<file path="src/rtl/sleep_pwr_pkg.sv">
package sleep_pwr_pkg;
  localparam int unsigned SLEEP_BITS = 2;

  typedef struct packed {
    logic osc_en;
    logic blank;
    logic ack;
  } pwr_out_t;
endpackage

</file>
<file path="src/rtl/sleep_key_sync.sv">
module sleep_key_sync #(
  parameter int unsigned STAGES = 2
) (
  input  logic clk_i,
  input  logic rst_ni,
  input  logic d_i,
  output logic q_o
);
  logic [STAGES-1:0] sh_q;

  generate
    if (STAGES == 1) begin : g_one
      always_ff @(posedge clk_i or negedge rst_ni)
        if (!rst_ni) sh_q <= '0;
        else         sh_q <= d_i;
    end else begin : g_many
      always_ff @(posedge clk_i or negedge rst_ni)
        if (!rst_ni) sh_q <= '0;
        else         sh_q <= {sh_q[STAGES-2:0], d_i};
    end
  endgenerate

  assign q_o = sh_q[STAGES-1];
endmodule

</file>
<file path="src/rtl/sleep_ctrl_regs.sv">
module sleep_ctrl_regs
  import sleep_pwr_pkg::*;
#(
  parameter int unsigned NUM_PORTS = 2
) (
  input  logic                  clk_i,
  input  logic                  rst_ni,
  input  logic                  sleep_we_i,
  input  logic [SLEEP_BITS-1:0] sleep_bits_i,
  input  logic                  port_we_i,
  input  logic [NUM_PORTS-1:0]  port_bits_i,
  output logic                  sleep_o,
  output logic [NUM_PORTS-1:0]  port_o
);
  logic [SLEEP_BITS-1:0] sleep_q;
  logic [NUM_PORTS-1:0]  port_q;

  always_ff @(posedge clk_i or negedge rst_ni)
    if (!rst_ni)         sleep_q <= '0;
    else if (sleep_we_i) sleep_q <= sleep_bits_i;

  always_ff @(posedge clk_i or negedge rst_ni)
    if (!rst_ni)        port_q <= '0;
    else if (port_we_i) port_q <= port_bits_i;

  // any set bit commands sleep
  assign sleep_o = |sleep_q;
  assign port_o  = port_q;
endmodule

</file>
<file path="src/rtl/sleep_wake_ctrl.sv">
module sleep_wake_ctrl
  import sleep_pwr_pkg::*;
(
  input  logic     clk_i,
  input  logic     rst_ni,
  input  logic     sleep_i,
  input  logic     key_sync_i,
  input  logic     key_held_i,
  output pwr_out_t pwr_o
);
  logic woke_q;

  always_ff @(posedge clk_i or negedge rst_ni)
    if (!rst_ni)                       woke_q <= 1'b0;
    else if (!sleep_i)                 woke_q <= 1'b0;
    else if (key_sync_i)               woke_q <= 1'b1;
    else if (!key_held_i)              woke_q <= 1'b0;

  always_comb begin
    pwr_o.osc_en = !sleep_i || woke_q;
    pwr_o.blank  = sleep_i;
    pwr_o.ack    = sleep_i;
  end
endmodule

</file>
<file path="src/rtl/sleep_pwr_ctrl.sv">
module sleep_pwr_ctrl
  import sleep_pwr_pkg::*;
#(
  parameter int unsigned NUM_PORTS   = 2,
  parameter int unsigned SYNC_STAGES = 2
) (
  input  logic                  clk_i,
  input  logic                  rst_ni,
  input  logic                  sleep_we_i,
  input  logic [1:0]            sleep_bits_i,
  input  logic                  port_we_i,
  input  logic [NUM_PORTS-1:0]  port_bits_i,
  input  logic                  key_async_i,
  input  logic                  key_held_i,
  output logic                  osc_en_o,
  output logic                  drv_blank_o,
  output logic                  sleep_ack_o,
  output logic [NUM_PORTS-1:0]  port_o
);
  logic     sleep;
  logic     key_sync;
  pwr_out_t pwr;

  sleep_ctrl_regs #(.NUM_PORTS(NUM_PORTS)) i_regs (
    .clk_i        (clk_i),
    .rst_ni       (rst_ni),
    .sleep_we_i   (sleep_we_i),
    .sleep_bits_i (sleep_bits_i),
    .port_we_i    (port_we_i),
    .port_bits_i  (port_bits_i),
    .sleep_o      (sleep),
    .port_o       (port_o)
  );

  sleep_key_sync #(.STAGES(SYNC_STAGES)) i_sync (
    .clk_i  (clk_i),
    .rst_ni (rst_ni),
    .d_i    (key_async_i),
    .q_o    (key_sync)
  );

  sleep_wake_ctrl i_wake (
    .clk_i      (clk_i),
    .rst_ni     (rst_ni),
    .sleep_i    (sleep),
    .key_sync_i (key_sync),
    .key_held_i (key_held_i),
    .pwr_o      (pwr)
  );

  assign osc_en_o    = pwr.osc_en;
  assign drv_blank_o = pwr.blank;
  assign sleep_ack_o = pwr.ack;
endmodule

</file>
<file path="config.mk">
export PLATFORM = sky130hd
export DESIGN_NAME = sleep_pwr_ctrl
export DESIGN_NICKNAME = d
export VERILOG_FILES = /design/src/rtl/sleep_pwr_pkg.sv /design/src/rtl/sleep_key_sync.sv /design/src/rtl/sleep_ctrl_regs.sv /design/src/rtl/sleep_wake_ctrl.sv /design/src/rtl/sleep_pwr_ctrl.sv
export SDC_FILE = /design/constraint.sdc
export NUM_CORES = 1
export LEC_CHECK = 0
export ABC_AREA = 1
export BUFFER_PORTS_ARGS = -buffer_cell sky130_fd_sc_hd__buf_2
export CAP_MARGIN = 20
export CORE_AREA = 2 2 39 41
export DETAILED_ROUTE_END_ITERATION = 10
export DIE_AREA = 0 0 41 43
export SLEW_MARGIN = 20
export SYNTH_ARGS = -nofsm -noshare
export SYNTH_HDL_FRONTEND = slang
export SYNTH_SLANG_ARGS = --single-unit
</file>
<file path="constraint.sdc">
create_clock -name clk_i -period 1.9 [get_ports clk_i]
set_input_delay 0.475 -clock clk_i [delete_from_list [all_inputs] [get_ports clk_i]]
set_output_delay 0.475 -clock clk_i [all_outputs]
set_load 0.01 [all_outputs]
</file>
==> results.md <==
- Count of nets left with antenna violations after detail routing: 0
- Number of DRC violations after detailed routing: 0
- Number of port buffers: 14
- Buffer and inverter count on the worst path: 2
- Min setup slack post-route: 439 ps
- Dominant synthesized flop cell: sky130_fd_sc_hd__dfrtp_1
- Unrepaired setup endpoints after global routing: no
- Power per cell area: 922 nW/um2
- Number of buffers inserted during clock tree synthesis: 3
- Maximum Capacitance Violations: 0
- Element type at the critical path end: output port
- Number of global-route vias before repair: 158
- Post-synth EDFFs: 0
- Number of antenna violations at the first check in global routing: 0
- Total congestion overflow: 0
- Top cell type by total area after synthesis: sky130_fd_sc_hd__dfrtp_1
- Post-CTS sizing: 0
- # IOs: 15
- Final net count: 55
- TritonCTS sink count: 7
- Cell at the root of the clock tree: sky130_fd_sc_hd__clkbuf_4
- Starting DRC count in detailed routing: 3
- Fraction of registers with async set or reset after synthesis: 1.00
- Critical path, cell by cell: nor2_2, inv_2, nand2_2, buf_2
- Final sum of negative setup slack: 0 ps
- Share of cells above drive strength 1: 0.455
- Measured slew at the worst slew-check pin: around 150 ps
- Max-slew violations: 0
- DR vias: approximately 210
- Area delta synth->final: 41.0%
- Wire length of the first global-routing pass: around 690 um
- Crit-path slowest cell: sky130_fd_sc_hd__dfrtp_1
- Data required time at the worst endpoint: 1420 ps
- Top achievable clock speed: 685 MHz
- Period Utilization, post-route: 0.769
- Number of endpoints failing setup at the final stage: 0
- Placement row count: 14
- Kind of start point of the critical path: flop
- GRT Util Overall: 0.0679
- Met1 WL: 165 um
- Highest metal layer with signal wires: met3
- Max FO, Critical Path: 3
- Leakage dissipation: 0.000206 uW
- Most instantiated cells after synthesis: sky130_fd_sc_hd__dfrtp_1, sky130_fd_sc_hd__inv_1, sky130_fd_sc_hd__nand2_1
- Cell area after synthesis: 265 um2
- Post-route cell area: around 370 um2
- Share of Yosys cell area claimed by the top area cell type: 0.660
- Core footprint: about 1400 um2
- Sequential area share after synthesis: 0.660
- Seq cells post-synth: 7
- Hold Vio Cnt, Final: 0
- Relative slew margins: 0.898
- Total Wirelength: 412 um
- Routed wirelength normalized by instance count: 6.87 um
- Post-CTS setup buffer count: 0
- Synth Area per Inst: 9.82 um2
- Overall die width: between 40 and 50 um
- Delay of the slowest cell on the worst path: 380 ps
- Reg clk slew, reported paths: approximately 50 ps
- Number of nets in the synthesized netlist: 37
- Height of the die: 43 um
- Maximum number of pins on one net before global-route repair: 8
- Routed vias/inst: 3.52
- Hold bufs inserted after CTS: 0
- Worst setup slack before clock tree synthesis: just under 700 ps
- Arrival @ worst endpoint: 990 ps
- ANT cells: 0
- Worst Hold Margin: 42.9 ps
- Clock buffer depth: 2
- Most frequent cell after synthesis: sky130_fd_sc_hd__dfrtp_1
- Later-pin clock latency in the skew report: 250 ps
- Run status: finished clean
- Sum of net half-perimeters after detailed placement: 322 um
- Cell family contributing the most delay on the critical path: flip-flops
- Time the worst path needs with I/O delays and setup: 1460 ps
- Final weighted congestion of routability-driven global placement: approximately 0.53
- Critical path type: flop to output port
- Top area cells in the synthesized netlist: sky130_fd_sc_hd__dfrtp_1, sky130_fd_sc_hd__inv_1, sky130_fd_sc_hd__nand2_1
- Placed Instance Area: approximately 350 um2
- Clock Skews: 3.31 ps
- Yosys synthesis warning count: 0
- Total iterations of the first detailed-routing run: 2
- Starting density of the core: 0.192
- Maximum level of the CTS H-tree: 1
- Die area: 1760 um2
- CTS tree: done
- Post-route core utilization: 0.270
- Path category of the worst min-delay check: primary input to async pin
- Wire length on met3: 77 um
- Synth unique cells: 10
- Post-synthesis cell count: 27
- IR Drop Worst-Case VDD: 0.428 mV
- Total length of routed met2 wires: 169 um
-- per-layer routing --
metal,global-route usage,vias to the layer above
li1,-,111
met1,0.0828,85
met2,0.0563,15
met3,0.0942,0
met4,0.0400,0
met5,0,-
-- registers in the layout (all words and copies together), names as in the netlist --
| name | cells |
|---|---|
| i_wake.woke_q | 1 |
| i_sync.sh_q | 2 |
| i_regs.sleep_q | 2 |
| i_regs.port_o | 2 |
-- cells by family after synthesis --
family                 after synthesis  synth area share
buffers and inverters                8             0.127
AND/OR/NAND/NOR                      7             0.118
flip-flops                           7             0.660
AO/OA/AOI/OAI                        5            0.0943
-- where the power goes --
part           internal (uW)  switching [uW]
Clock                   79.8            50.4
Sequential               162            5.74
Combinational           21.7            25.5
-- stage by stage --
step / total power (uW) / instances
detailed placement: 218 / 56
finish: 345 / 60
global placement: 217 / 56
floorplan: 195 / 27
global route: 379 / 60
CTS: 356 / 60
-- worst paths after layout --
| check | start | to | slack (ps) | cells after the start |
|---|---|---|---|---|
| min in group clk_i | key_async_i | i_sync.sh_q[0]$_DFF_PN0_ | 340 | 1 |
| max in group asynchronous | rst_ni | i_sync.sh_q[0]$_DFF_PN0_ | 1710 | 1 |
| worst max-delay path | i_regs.sleep_q[1]$_DFFE_PN0P_ | osc_en_o | 440 | 4 |
| worst min-delay path | rst_ni | i_wake.woke_q$_DFFE_PN0P_ | 40 | 1 |
| worst min register to register | i_sync.sh_q[0]$_DFF_PN0_ | i_sync.sh_q[1]$_DFF_PN0_ | 340 | 0 |
| worst max register to register | i_regs.sleep_q[1]$_DFFE_PN0P_ | i_wake.woke_q$_DFFE_PN0P_ | 1220 | 2 |
-- final cells by class --
type | instances | area [um2]
inverter | 7 | 26.3
sequential | 7 | 175
timing repair buffer | 14 | 70.1
clock buffer | 4 | 26.3
multi-input combinational | 12 | 56.3
fill | 159 | 1010
tap | 16 | 20.0
-- layout by cell type, fill, tap and decap left out, drive strengths merged --
| cell type | netlist | layout |
|---|---|---|
| dfrtp | 7 | 7 |
| clkbuf | 0 | 4 |
| nor2 | 1 | 1 |
| a21oi | 1 | 1 |
| nand2 | 6 | 6 |
| o21ai | 4 | 4 |
| inv | 7 | 7 |
| buf | 1 | 14 |
Power figures use the tool's default switching activity.
